### src/rtl/atbic_pkg.sv
package atbic_pkg;

   localparam int ATB_CODE_W  = 4;
   localparam int ATB_SW_W    = 10;
   localparam int ATB_NUM_PAT = 10;
   localparam int ATB_IDX_W   = 4;

   typedef enum logic [1:0] {
      CLS_PASSIVE  = 2'b00,
      CLS_BOUNDARY = 2'b01,
      CLS_PROBE    = 2'b10,
      CLS_RESERVED = 2'b11
   } icls_e;

   // Switch enables for each legal pattern, bit 9 = S1 ... bit 0 = S10
   function automatic logic [ATB_SW_W-1:0] pattern_bits(input logic [ATB_IDX_W-1:0] idx);
      logic [ATB_SW_W-1:0] bits;
      case (idx)
         4'd1:    bits = 10'b0000010010;
         4'd2:    bits = 10'b0000100001;
         4'd3:    bits = 10'b0000110000;
         4'd4:    bits = 10'b0011000011;
         4'd5:    bits = 10'b0110000011;
         4'd6:    bits = 10'b1001000011;
         4'd7:    bits = 10'b1100000011;
         4'd8:    bits = 10'b0000011010;
         4'd9:    bits = 10'b0000100101;
         default: bits = 10'b0000000011;
      endcase
      return bits;
   endfunction

   localparam logic [ATB_SW_W-1:0] SAFE_PATTERN = 10'b0000000011;

endpackage

### src/rtl/atbic_code_chain.sv
module atbic_code_chain
   import atbic_pkg::*;
#(
   parameter int CODE_W       = ATB_CODE_W,
   parameter bit SDO_NEG_EDGE = 1'b0
) (
   input  logic              tck,
   input  logic              trst_n,
   input  logic              capture_i,
   input  logic              shift_i,
   input  logic              update_i,
   input  logic              sdi_i,
   output logic              sdo_o,
   output logic [CODE_W-1:0] code_o
);

   localparam int TOP = CODE_W - 1;

   if (CODE_W < 2) begin : g_bad_code_w
      $error("atbic_code_chain: CODE_W must be at least 2");
   end

   logic [CODE_W-1:0] chain_q;
   logic [CODE_W-1:0] code_q;

   always_ff @(posedge tck or negedge trst_n) begin
      if (!trst_n) begin
         chain_q <= '0;
      end else if (capture_i) begin
         chain_q <= code_q;
      end else if (shift_i) begin
         chain_q <= {sdi_i, chain_q[TOP:1]};
      end
   end

   always_ff @(posedge tck or negedge trst_n) begin
      if (!trst_n) begin
         code_q <= '0;
      end else if (update_i) begin
         code_q <= chain_q;
      end
   end

   if (SDO_NEG_EDGE) begin : g_sdo_retimed
      logic sdo_q;
      always_ff @(negedge tck or negedge trst_n) begin
         if (!trst_n) sdo_q <= 1'b0;
         else         sdo_q <= chain_q[0];
      end
      assign sdo_o = sdo_q;
   end else begin : g_sdo_direct
      assign sdo_o = chain_q[0];
   end

   assign code_o = code_q;

   assert_shift_moves_R1: assert property (@(posedge tck) disable iff (!trst_n)
      (shift_i && !capture_i) |=> (chain_q[TOP] == $past(sdi_i)) &&
                                  (chain_q[TOP-1:0] == $past(chain_q[TOP:1])));

   assert_capture_loads_R2: assert property (@(posedge tck) disable iff (!trst_n)
      capture_i |=> chain_q == $past(code_q));

   assert_code_holds_R3: assert property (@(posedge tck) disable iff (!trst_n)
      !update_i |=> $stable(code_q));

endmodule

### src/rtl/atbic_pattern_decode.sv
module atbic_pattern_decode
   import atbic_pkg::*;
#(
   parameter int CODE_W = ATB_CODE_W
) (
   input  logic [CODE_W-1:0]    code_i,
   input  icls_e                icls_i,
   output logic [ATB_IDX_W-1:0] idx_o,
   output logic                 undef_o
);

   if (CODE_W != 4) begin : g_bad_code_w
      $error("atbic_pattern_decode: the mode map needs a 4-bit code");
   end

   always_comb begin
      idx_o   = '0;
      undef_o = 1'b0;
      unique case (icls_i)
         CLS_PASSIVE: begin
            idx_o = '0;
         end
         CLS_BOUNDARY: begin
            if (!code_i[3]) begin
               idx_o = {1'b0, code_i[2:0]};
            end else begin
               case (code_i[2:0])
                  3'd0:    idx_o = 4'd0;
                  3'd1:    idx_o = 4'd8;
                  3'd2:    idx_o = 4'd9;
                  default: undef_o = 1'b1;
               endcase
            end
         end
         CLS_PROBE: begin
            if (code_i[3:2] == 2'b00) idx_o = {2'b00, code_i[1:0]};
            else                      undef_o = 1'b1;
         end
         default: begin
            undef_o = 1'b1;
         end
      endcase
   end

   always_comb begin
      if (undef_o) assert_undef_safe_idx_R8: assert (idx_o == '0);
      if (icls_i == CLS_PASSIVE) assert_passive_idx_R7: assert (idx_o == '0 && !undef_o);
   end

endmodule

### src/rtl/atbic_switch_reg.sv
module atbic_switch_reg
   import atbic_pkg::*;
#(
   parameter int SW_W = ATB_SW_W
) (
   input  logic                 tck,
   input  logic                 trst_n,
   input  logic [ATB_IDX_W-1:0] idx_i,
   input  logic                 undef_i,
   output logic [SW_W-1:0]      sw_o,
   output logic                 undef_o
);

   if (SW_W != ATB_SW_W) begin : g_bad_sw_w
      $error("atbic_switch_reg: SW_W must match the pattern width");
   end

   logic [SW_W-1:0] sw_q;
   logic            undef_q;

   always_ff @(posedge tck or negedge trst_n) begin
      if (!trst_n) begin
         sw_q    <= SAFE_PATTERN;
         undef_q <= 1'b0;
      end else begin
         sw_q    <= undef_i ? SAFE_PATTERN : pattern_bits(idx_i);
         undef_q <= undef_i;
      end
   end

   assign sw_o    = sw_q;
   assign undef_o = undef_q;

   assert_undef_gives_safe_R8: assert property (@(posedge tck) disable iff (!trst_n)
      undef_q |-> sw_q == SAFE_PATTERN);

   assert_follows_index_R4: assert property (@(posedge tck) disable iff (!trst_n)
      (!undef_i && idx_i == '0) |=> sw_q == SAFE_PATTERN);

endmodule

### src/rtl/atbic_ctrl.sv
module atbic_ctrl
   import atbic_pkg::*;
#(
   parameter int CODE_W       = ATB_CODE_W,
   parameter int SW_W         = ATB_SW_W,
   parameter bit SDO_NEG_EDGE = 1'b0
) (
   input  logic            tck,
   input  logic            trst_n,
   input  logic            capture_i,
   input  logic            shift_i,
   input  logic            update_i,
   input  logic            sdi_i,
   input  logic [1:0]      icls_i,
   output logic            sdo_o,
   output logic [SW_W-1:0] sw_o,
   output logic            undef_o
);

   logic [CODE_W-1:0]    code_w;
   logic [ATB_IDX_W-1:0] idx_w;
   logic                 undef_w;
   icls_e                icls_w;

   assign icls_w = icls_e'(icls_i);

   atbic_code_chain #(
      .CODE_W       (CODE_W),
      .SDO_NEG_EDGE (SDO_NEG_EDGE)
   ) u_chain (
      .tck       (tck),
      .trst_n    (trst_n),
      .capture_i (capture_i),
      .shift_i   (shift_i),
      .update_i  (update_i),
      .sdi_i     (sdi_i),
      .sdo_o     (sdo_o),
      .code_o    (code_w)
   );

   atbic_pattern_decode #(
      .CODE_W (CODE_W)
   ) u_decode (
      .code_i  (code_w),
      .icls_i  (icls_w),
      .idx_o   (idx_w),
      .undef_o (undef_w)
   );

   atbic_switch_reg #(
      .SW_W (SW_W)
   ) u_switch (
      .tck     (tck),
      .trst_n  (trst_n),
      .idx_i   (idx_w),
      .undef_i (undef_w),
      .sw_o    (sw_o),
      .undef_o (undef_o)
   );

   assert_passive_forces_safe_R7: assert property (@(posedge tck) disable iff (!trst_n)
      (icls_i == 2'b00) |=> (sw_o == SAFE_PATTERN) && !undef_o);

   assert_reserved_flags_R8: assert property (@(posedge tck) disable iff (!trst_n)
      (icls_i == 2'b11) |=> undef_o);

   assert_shift_keeps_switches_R10: assert property (@(posedge tck) disable iff (!trst_n)
      ($past(shift_i) && shift_i && !update_i && $stable(icls_i)) |=> $stable(sw_o));

endmodule

### config.mk
export PLATFORM = sky130hd
export DESIGN_NAME = atbic_ctrl
export DESIGN_NICKNAME = d
export VERILOG_FILES = /design/src/rtl/atbic_pkg.sv /design/src/rtl/atbic_code_chain.sv /design/src/rtl/atbic_pattern_decode.sv /design/src/rtl/atbic_switch_reg.sv /design/src/rtl/atbic_ctrl.sv
export SDC_FILE = /design/constraint.sdc
export NUM_CORES = 1
export LEC_CHECK = 0
export BUFFER_PORTS_ARGS = -buffer_cell sky130_fd_sc_hd__clkbuf_2
export CORE_MARGIN = 1
export CORE_UTILIZATION = 50
export DETAILED_ROUTE_END_ITERATION = 7
export GPL_TIMING_DRIVEN = 0
export PLACE_DENSITY = 0.75
export SLEW_MARGIN = 25
export SYNTH_ARGS = -nofsm -noshare
export SYNTH_HDL_FRONTEND = slang
export SYNTH_SLANG_ARGS = --single-unit
### constraint.sdc
create_clock -name tck -period 1.7 [get_ports tck]
set_clock_uncertainty 0.2 [all_clocks]
set_input_delay 0.17 -clock tck [delete_from_list [all_inputs] [get_ports tck]]
set_output_delay 0.17 -clock tck [all_outputs]
set_load 0.05 [all_outputs]
* After elaboration in Yosys (flattened, before gate mapping)
Memories as Yosys holds them, arrays and structs flattened.
Index checks and enable logic that the tools add are counted.
** Storage, ports and cells
- Output and inout port bits :: 12
- Bits in read-only memories :: 160
- Memories kept :: 1
- RAM bits :: 0
- Latch bits :: 0
- Word-level logic and storage cells :: 25
- Input bits :: 8
- Bits in registers :: 19
** Operators by class
- Multipliers :: 0
- Bitwise operators :: 0
- Muxes and demuxes :: 11
- Order comparisons :: 0
- Reduce and logical (&&, ||, !) cells :: 5
- Div/mod/pow operators :: 0
- Shift-type cells :: 0
- Equal/unequal tests :: 4
- $add $sub $neg :: 0
** Memory list
- (name not given) :: depth 16, width 10, read ports 1, clocked after Yosys merged registers in 0, write ports 0, RTL line atbic_pkg.sv:18 : case (idx)
** Operators with widths (count)
- case mux 4 bit (2 select lines) :: 2
- 2-to-1 mux 4 bit :: 3
- 2-to-1 mux 10 bit :: 1
- zero test 2 bit :: 2
- == test 3 x 1 -> 1 bit (second input constant) :: 1
- == test 3 x 2 -> 1 bit (second input constant) :: 1
- zero test 3 bit :: 1
- 2-to-1 mux 1 bit :: 3
- case mux 1 bit (3 select lines) :: 1
- OR reduction 3 bit :: 1
- == test 2 x 1 -> 1 bit (second input constant) :: 1
- == test 2 bit (second input constant) :: 1
- 2-to-1 mux 2 bit :: 1
- nonzero test 2 bit :: 1

* Longest topological paths before layout
Gate-level depths: netlist of run 1.
- Depth after elaboration :: 6
- Depth in mapped cells :: 5
- Depth with buffers taken out :: 5

* Hierarchy
From an unflattened synthesis of run 1, not the netlist that was laid out.
** Second synthesis, totals
- Cells, all modules :: 74
- Area, all modules :: 872.1 um^2
** By module, submodules not included
- atbic_switch_reg :: area each 401.6 um^2, times used 1, sequential area each 277.8 um^2, cells an instance 28
- atbic_code_chain :: area each 331.6 um^2, times used 1, sequential area each 200.2 um^2, cells an instance 25
- atbic_pattern_decode :: area each 138.9 um^2, times used 1, sequential area each 0.0 um^2, cells an instance 21

* Worst setup path before layout of run 1
OpenSTA, ideal clock, no wires.
- Path type :: input-to-reg
- From :: input icls_i[0]
- To :: register u_switch.sw_q[0], in the netlist u_switch.sw_o[0]
- Setup slack :: 0.208 ns
- Library setup time :: 0.082 ns
- Stages on the path :: 5
- Required time :: 1.418 ns
- Path buffers :: 0
- Arrival :: 1.210 ns
- Cells stage by stage :: inv_1 > ha_1 > and4bb_4 > nand3_2 > a211o_1
** Between the ends
- Cells in the longest elaborated chain, start to end :: 4
- Elaborated cells on any way between the ends :: 7
- Those cells by class :: 2 x eq/ne; 3 x mux; 1 x reduce/logical; 1 x memory
** Ends and longest elaborated chain
- from (decl) :: RTL line atbic_ctrl.sv:14 : input logic [1:0] icls_i,
- == test 2 bit or == test 2 x 1 -> 1 bit (tied branches) :: RTL line atbic_pattern_decode.sv:19 : unique case (icls_i)
- case mux 4 bit (2 select lines) :: RTL line atbic_pattern_decode.sv:19
- memory (16 x 10 bit)
- 2-to-1 mux 10 bit (*) :: RTL line atbic_switch_reg.sv:26 : sw_q <= undef_i ? SAFE_PATTERN : pattern_bits(idx_i);
- to (signal assigned) :: RTL line atbic_switch_reg.sv:26
- to (decl) :: RTL line atbic_switch_reg.sv:18 : logic [SW_W-1:0] sw_q;
Every way passes the cells marked *; elsewhere a longest branch is shown, timed or not.
A chain may end at the register's enable or synchronous reset.

* Final worst setup path of run 1
- From :: register u_chain.code_q[2], in the netlist u_chain.code_o[2]
- To :: register u_switch.sw_q[0], in the netlist u_switch.sw_o[0]
** Between the ends
- Cells in the longest elaborated chain, start to end :: 6
- Elaborated cells on any way between the ends :: 15
- Those cells by class :: 2 x eq/ne; 9 x mux; 3 x reduce/logical; 1 x memory
** Ends and longest elaborated chain
- from (decl) :: RTL line atbic_code_chain.sv:24 : logic [CODE_W-1:0] code_q;
- from (signal assigned) :: RTL line atbic_code_chain.sv:40 : code_q <= chain_q;
- == test 3 x 2 -> 1 bit, or another cell as far along :: RTL line atbic_pattern_decode.sv:27 : case (code_i[2:0])
- case mux 4 bit (2 select lines) or OR reduction 3 bit (tied branches)
- 2-to-1 mux 4 bit or 2-to-1 mux 1 bit (tied branches) :: RTL line atbic_pattern_decode.sv:24, atbic_pattern_decode.sv:27
- case mux 4 bit (2 select lines) or 2-to-1 mux 1 bit (tied branches) :: RTL line atbic_pattern_decode.sv:19, atbic_pattern_decode.sv:24
- memory (16 x 10 bit) or case mux 1 bit (3 select lines) (tied branches)
- 2-to-1 mux 10 bit (*) :: RTL line atbic_switch_reg.sv:26
Marked as above.

==> flow_metrics.tcl, run 1 <==
set metrics [dict create \
    outcome "completed" \
    maxCapViolCount 0 \
    io_buffers 18 \
    grt_remaining_overflow 0 \
    antenna_found_initial 0 \
    syn_nets 82 \
    core_area_mm2 0.00154 \
    multi_input_area_um2 353 \
    dpl-instance-area_um2 960 \
    fin_crit_sh_pct 88.0 \
    grt_pass1_wl_um 2430 \
    ys.flop_type "dfrtp_1" \
    cp.required_ns 1.72 \
    cts_buffers 3 \
    yosysUniqueCellTypes 24 \
    drtAntennaViolNets 0 \
    grt_max_degree 20 \
    fp-row-count 14 \
    syn_avg_cell_area_um2 12.0 \
    clkLatencyLatePin_ns 0.29 \
    cp_max_fo 7 \
    ys_seq_elements 19 \
    critPathCaptureType "flop" \
    setup_tns_ns 0 \
    wl_per_cell_um 13.0 \
    io_pins 20 \
    hold_viol 0 \
    max-slew-margin-rel_pct 69.5 \
    synth-edff-count 0 \
    num-fill-cells 135 \
    synthToLayoutAreaGrowth_pct 20.9 \
    finalInstanceArea_mm2 0.00103 \
    drv_slew 0 \
    clockRootBuffer "clkbuf_4" \
    drive_above_1_share_pct 33.0 \
    synth_area_um2 850 \
    fmax_mhz 668 \
    path_clk_slew_ns 0.10 \
    initial_utilization_pct 55.1 \
    holdCritPathClass "in -> reg" \
    worst_slew_pin_slew_ns 0.457 \
    powerDensity_mw_per_mm2 969 \
    critPathLaunchType "flop" \
    power_leakage_nw 0.503 \
    cts_tree "yes" \
    ys.warnings.count 0 \
    arrival_ns 1.52 \
    postCtsSetupRepairBufs 0 \
    min_period_ns 1.50 \
    yosysTopAreaCell "dfrtp_1" \
    vias 629 \
    cts_sinks 19 \
    grt_use_total_pct 18.5 \
    worstSetupPathType "reg -> reg" \
    synth.area.top_cells "dfrtp_1 (50%), dfstp_2 (6.2%), mux2i_1 (4.7%), ha_1 (4.4%), mux2_2 (4.0%)" \
    synthArstFlopShare_pct 100 \
    routabilityCongestion 0.804 \
    layout.nets 109 \
    setup_viol 0 \
    grt_setup_unrepaired "no" \
    ir_drop_uv 730 \
    dr.pass1.iters 4 \
    netlist_instances 71 \
    clock_path_buffers 2 \
    synth_top_area_share_pct 50.1 \
    drt_iter0_drc 7 \
    synth_seq_area_share_pct 56.3 \
    wl_um 1470 \
    h-tree-depth 1 \
    seq_area_um2 478 \
    die_height_um 43.2 \
    grt_pass1_vias 570 \
    viasPerCell 5.57 \
    drcViolationCount 0 \
    n_antenna_cell 0 \
    die-width_um 43.2 \
    die_area_mm2 0.00187 \
]
-- worst max-delay path: stages, from the launching register on --
cell and delay (ns):
dfrtp_1 0.45, and4bb_4 0.36, nand3_2 0.10, a211o_1 0.31
-- worst paths after layout --
kind	from	cells after the start	slack [ns]	endpoint
hold / removal	shift_i	3	0.11	u_chain.chain_q[1]$_DFFE_PN0P_
max in group asynchronous	trst_n	2	0.80	u_switch.sw_o[1]$_DFF_PN1_
hold reg to reg	u_chain.chain_q[1]$_DFFE_PN0P_	2	0.33	u_chain.code_o[1]$_DFFE_PN0P_
setup reg to reg	u_chain.code_o[2]$_DFFE_PN0P_	3	0.20	u_switch.sw_o[0]$_DFF_PN1_
setup / recovery	u_chain.code_o[2]$_DFFE_PN0P_	3	0.20	u_switch.sw_o[0]$_DFF_PN1_
min in group asynchronous	trst_n	2	0.15	u_chain.chain_q[0]$_DFFE_PN0P_
-- cell usage in the layout (no fill, tap or decap), types with 3 or more instances in the layout --
master         count
clkbuf_2          18
dfrtp_1           17
nand2_1            7
o21ai_0            5
inv_1              4
nor2_1             4
mux2i_1            4
dlygate4sd3_1      4
a21oi_1            3
mux2_2             3
ha_1               3
clkbuf_4           3
-- what timing repair did --
| action | in CTS | in global routing |
|---|---|---|
| endpoints found under the hold margin | 24 | 0 |
| hold buffers | 4 | 0 |
| resized for setup | 0 | 0 |
-- synthesized netlist by cell type (all sizes together), types with 3 or more instances --
| cell | count |
|---|---|
| dfrtp | 17 |
| ha | 3 |
| mux2 | 3 |
| o211ai | 3 |
| mux2i | 4 |
| nand2 | 7 |
| o21ai | 6 |
| inv | 4 |
| a21oi | 3 |
| nor2 | 4 |
-- layout make-up --
type                    instances  share of cell area, %
plain buffers                   1                  0.365
clock buffers                   3                   2.19
clock inverters                 1                  0.487
inverters                       4                   1.46
multi-input cells              47                   34.3
flip-flops and latches         19                   46.5
well taps                      16                   1.95
repair buffers                 22                   12.7
-- where the power goes --
group	internal [mW]	total [mW]	switching (mW)	leakage [nW]
registers	0.504	0.563	0.0590	0.249
logic	0.0814	0.214	0.132	0.236
clock network	0.0875	0.218	0.131	0.0177
-- flip-flops by register name, indices dropped and copies added (netlist names) --
name / count
u_chain.chain_q: 4
u_switch.undef_o: 1
u_switch.sw_o: 10
u_chain.code_o: 4
-- cells by family (layout without fill, tap and decap cells) --
family                     Yosys count  count (layout)  synth area share [%]
and+or+nand+nor                     19              19                  14.0
AOI/OAI and AO/OA                   18              18                  14.4
buffers and inverters                5              31                  2.21
adders and majority gates            3               3                  4.42
muxes                                7               7                  8.69
DFF                                 19              19                  56.3
-- through the flow --
stage | hold slack, ns | std cells | setup slack [ns] | utilization (%) | power, mW
6_report | 0.109 | 113 | 0.204 | 66.6 | 0.995
5_1_grt | 0.121 | 113 | 0.109 | 66.6 | 1.06
4_1_cts | 0.0994 | 113 | 0.207 | 66.6 | 0.999
3_5_place_dp | -0.0638 | 105 | 0.0194 | 62.3 | 0.778
3_3_place_gp | -0.0737 | 105 | 0.0297 | 62.3 | 0.771
2_1_floorplan | -0.326 | 71 | 0.208 | - | 0.713
-- per-layer routing --
layer / GRT usage (%) / up-vias / part of all wire (%)
li1: - / 307 / -
met1: 23.4 / 303 / 48
met2: 29.0 / 15 / 46
met3: 3.83 / 4 / 2.9
met4: 10.9 / 0 / 2.4
met5: 0 / - / 0
No activity file was read; power rests on OpenSTA's default activity.
==> run 2: changes to the inputs <==
- ABC_AREA: default -> 1
- CORE_UTILIZATION: 50 -> 51
- PLACE_DENSITY: 0.75 -> 0.76
- SYNTH_HIERARCHICAL: default -> 1
==> flow_metrics.tcl, run 2 <==
set metrics [dict create \
    viasPerCell 4.76 \
    setup_viol 0 \
    cp_max_fo 5 \
    die-width_um 44.4 \
    largest_reg_flops 10 \
    die_area_mm2 0.00197 \
    post-route-util_pct 69.9 \
    ys.warnings.count 6 \
    cts_tree "yes" \
    initial_utilization_pct 57.5 \
    yosysUniqueCellTypes 17 \
    synth_area_um2 917 \
    fin_crit_sh_pct 92.0 \
    hold_viol 0 \
    synth_seq_area_share_pct 52.1 \
    worst_slew_pin_slew_ns 0.447 \
    postCtsSetupRepairBufs 0 \
    ir_drop_uv 541 \
    synth_top_area_share_pct 46.4 \
    layout.nets 156 \
    ys_top_cells_by_count "nand2_1 (43), dfrtp_1 (17), inv_1 (14)" \
    dpl-instance-area_mm2 0.00104 \
    final_cell_mix "nand2_1 (43), clkbuf_2 (19), dfrtp_1 (17)" \
    final_common_cell "nand2_1" \
    synth.area.top_cells "dfrtp_1 (46%), nand2_1 (18%), dfstp_2 (5.7%), inv_1 (5.7%), nor2_1 (4.5%)" \
    min_period_ns 1.56 \
    die_height_um 44.4 \
    drive_above_1_share_pct 27.8 \
    h-tree-depth 1 \
    dr.pass1.iters 4 \
    synthArstFlopShare_pct 100 \
    path_clk_slew_ns 0.10 \
    maxCapViolCount 0 \
    grt_setup_unrepaired "no" \
    ff2ff_setup_slack_ns 0.14 \
    core_area_mm2 0.00159 \
    max-slew-margin-rel_pct 70.2 \
    holdCritPathClass "in -> reg" \
    num-fill-cells 135 \
    finalInstanceArea_mm2 0.00111 \
    drcViolationCount 0 \
    wl_met2_um 917 \
    syn_avg_cell_area_um2 7.84 \
    drv_slew 0 \
    vias 799 \
    io_pins 20 \
    grt_remaining_overflow 0 \
    ys_seq_elements 19 \
    outcome "completed" \
    powerDensity_mw_per_mm2 863 \
    drtAntennaViolNets 0 \
    antenna_found_initial 0 \
    grt_use_total_pct 19.0 \
    arrival_ns 1.59 \
    cts_sinks 19 \
    top_layer "met4" \
    grt_pass1_wl_um 2740 \
    drt-met1-wl_um 670 \
    cts_buffers 3 \
    n_antenna_cell 0 \
    netlist_instances 117 \
    clkLatencyLatePin_ns 0.29 \
    clockRootBuffer "clkbuf_4" \
    synth.most_common_cell "nand2_1" \
    ys.flop_type "dfrtp_1" \
    synth-edff-count 0 \
    clock_path_buffers 2 \
    critPathCaptureType "flop" \
    dp_hpwl_um 1280 \
    fp-row-count 14 \
    drt_iter0_drc 22 \
    wl_per_cell_um 10.1 \
    power_leakage_nw 0.631 \
    syn_nets 128 \
    wl_um 1700 \
    met3RoutedLength_um 97 \
    routabilityCongestion 0.787 \
    fmax_mhz 639 \
    synthToLayoutAreaGrowth_pct 21.4 \
    yosysTopAreaCell "dfrtp_1" \
    critPathLaunchType "flop" \
    cp.required_ns 1.73 \
    worstSetupPathType "reg -> reg" \
    grt_max_degree 20 \
    grt_pass1_vias 727 \
    io_buffers 19 \
]
run 2: cell types whose count changed in the layout (fill, tap and decap cells not counted), moves of 3 or more:
cell / delta
nand2_1: +36
inv_1: +10
nor2_1: +7
inv_2: +6
mux2i_1: -4
nand3_1: +4
mux2_2: -3
nand2_2: +3
nor2_2: +3
run 2: logic make-up (layout without fill, tap and decap cells):
group / after synthesis / in the layout / share of synthesized area [%]
and+or+nand+nor: 67 / 67 / 31.4
buffers and inverters: 21 / 48 / 8.59
DFF: 19 / 19 / 52.1
AOI/OAI and AO/OA: 7 / 7 / 3.82
adders and majority gates: 3 / 3 / 4.09
run 2: critical path: stages (launching register included):
cell and delay (ns):
dfrtp_1 0.44, inv_1 0.12, nand2_1 0.06, a21oi_1 0.14, nand2_1 0.16, nor2_1 0.16, nand2_1 0.12, nor2_1 0.11
run 2: power by group:
group          internal [mW]  leakage, nW  switching (mW)
sequential             0.491        0.249          0.0356
clock                 0.0874       0.0177           0.135
combinational         0.0639        0.364           0.149
total                  0.642        0.631           0.319
run 2: routing by layer:
metal | vias up | GRT usage (%)
li1 | 401 | -
met1 | 362 | 19.6
met2 | 32 | 37.9
met3 | 4 | 2.45
met4 | 0 | 7.27
met5 | - | 0
run 2: what timing repair did:
item	in CTS	in global routing
endpoints found under the hold margin	26	0
endpoints found under the setup margin	0	1
hold buffers	4	0
resized for setup	0	1
run 2: stage by stage:
stage               instances  setup TNS, ns  hold slack, ns  setup WS, ns  power [mW]
floorplan                 117              0          -0.326         0.290       0.673
global route              168              0          0.0609        0.0478        1.01
CTS                       168              0          0.0380         0.142       0.962
global placement          160              0         -0.0692        0.0498       0.727
detailed placement        160        -0.0947         -0.0640       -0.0257       0.737
finish                    168              0          0.0435         0.135       0.961
run 2: layout make-up:
cell class                      instances  area, um2  share of cell area (%)
Clock buffer                            3       22.5                    2.02
Clock inverter                          1       5.00                   0.449
Inverter                               21       78.8                    7.08
Multi-Input combinational cell         77        364                    32.7
Sequential cell                        19        478                    42.9
Tap cell                               24       30.0                    2.70
Timing Repair Buffer                   23        135                    12.1
run 2: path summary, 6_finish.rpt:
path                                                      from                        endpoint  cells past startpoint
worst max-delay path             u_chain/code_o[3]$_DFFE_PN0P_      u_switch/sw_o[6]$_DFF_PN0_                      7
worst min-delay path                                 capture_i  u_chain/chain_q[3]$_DFFE_PN0P_                      4
worst max register to register   u_chain/code_o[3]$_DFFE_PN0P_      u_switch/sw_o[6]$_DFF_PN0_                      7
worst min register to register  u_chain/chain_q[3]$_DFFE_PN0P_  u_chain/chain_q[3]$_DFFE_PN0P_                      2
max in group asynchronous                               trst_n      u_switch/sw_o[1]$_DFF_PN1_                      2
min in group asynchronous                               trst_n      u_switch/sw_o[8]$_DFF_PN0_                      2
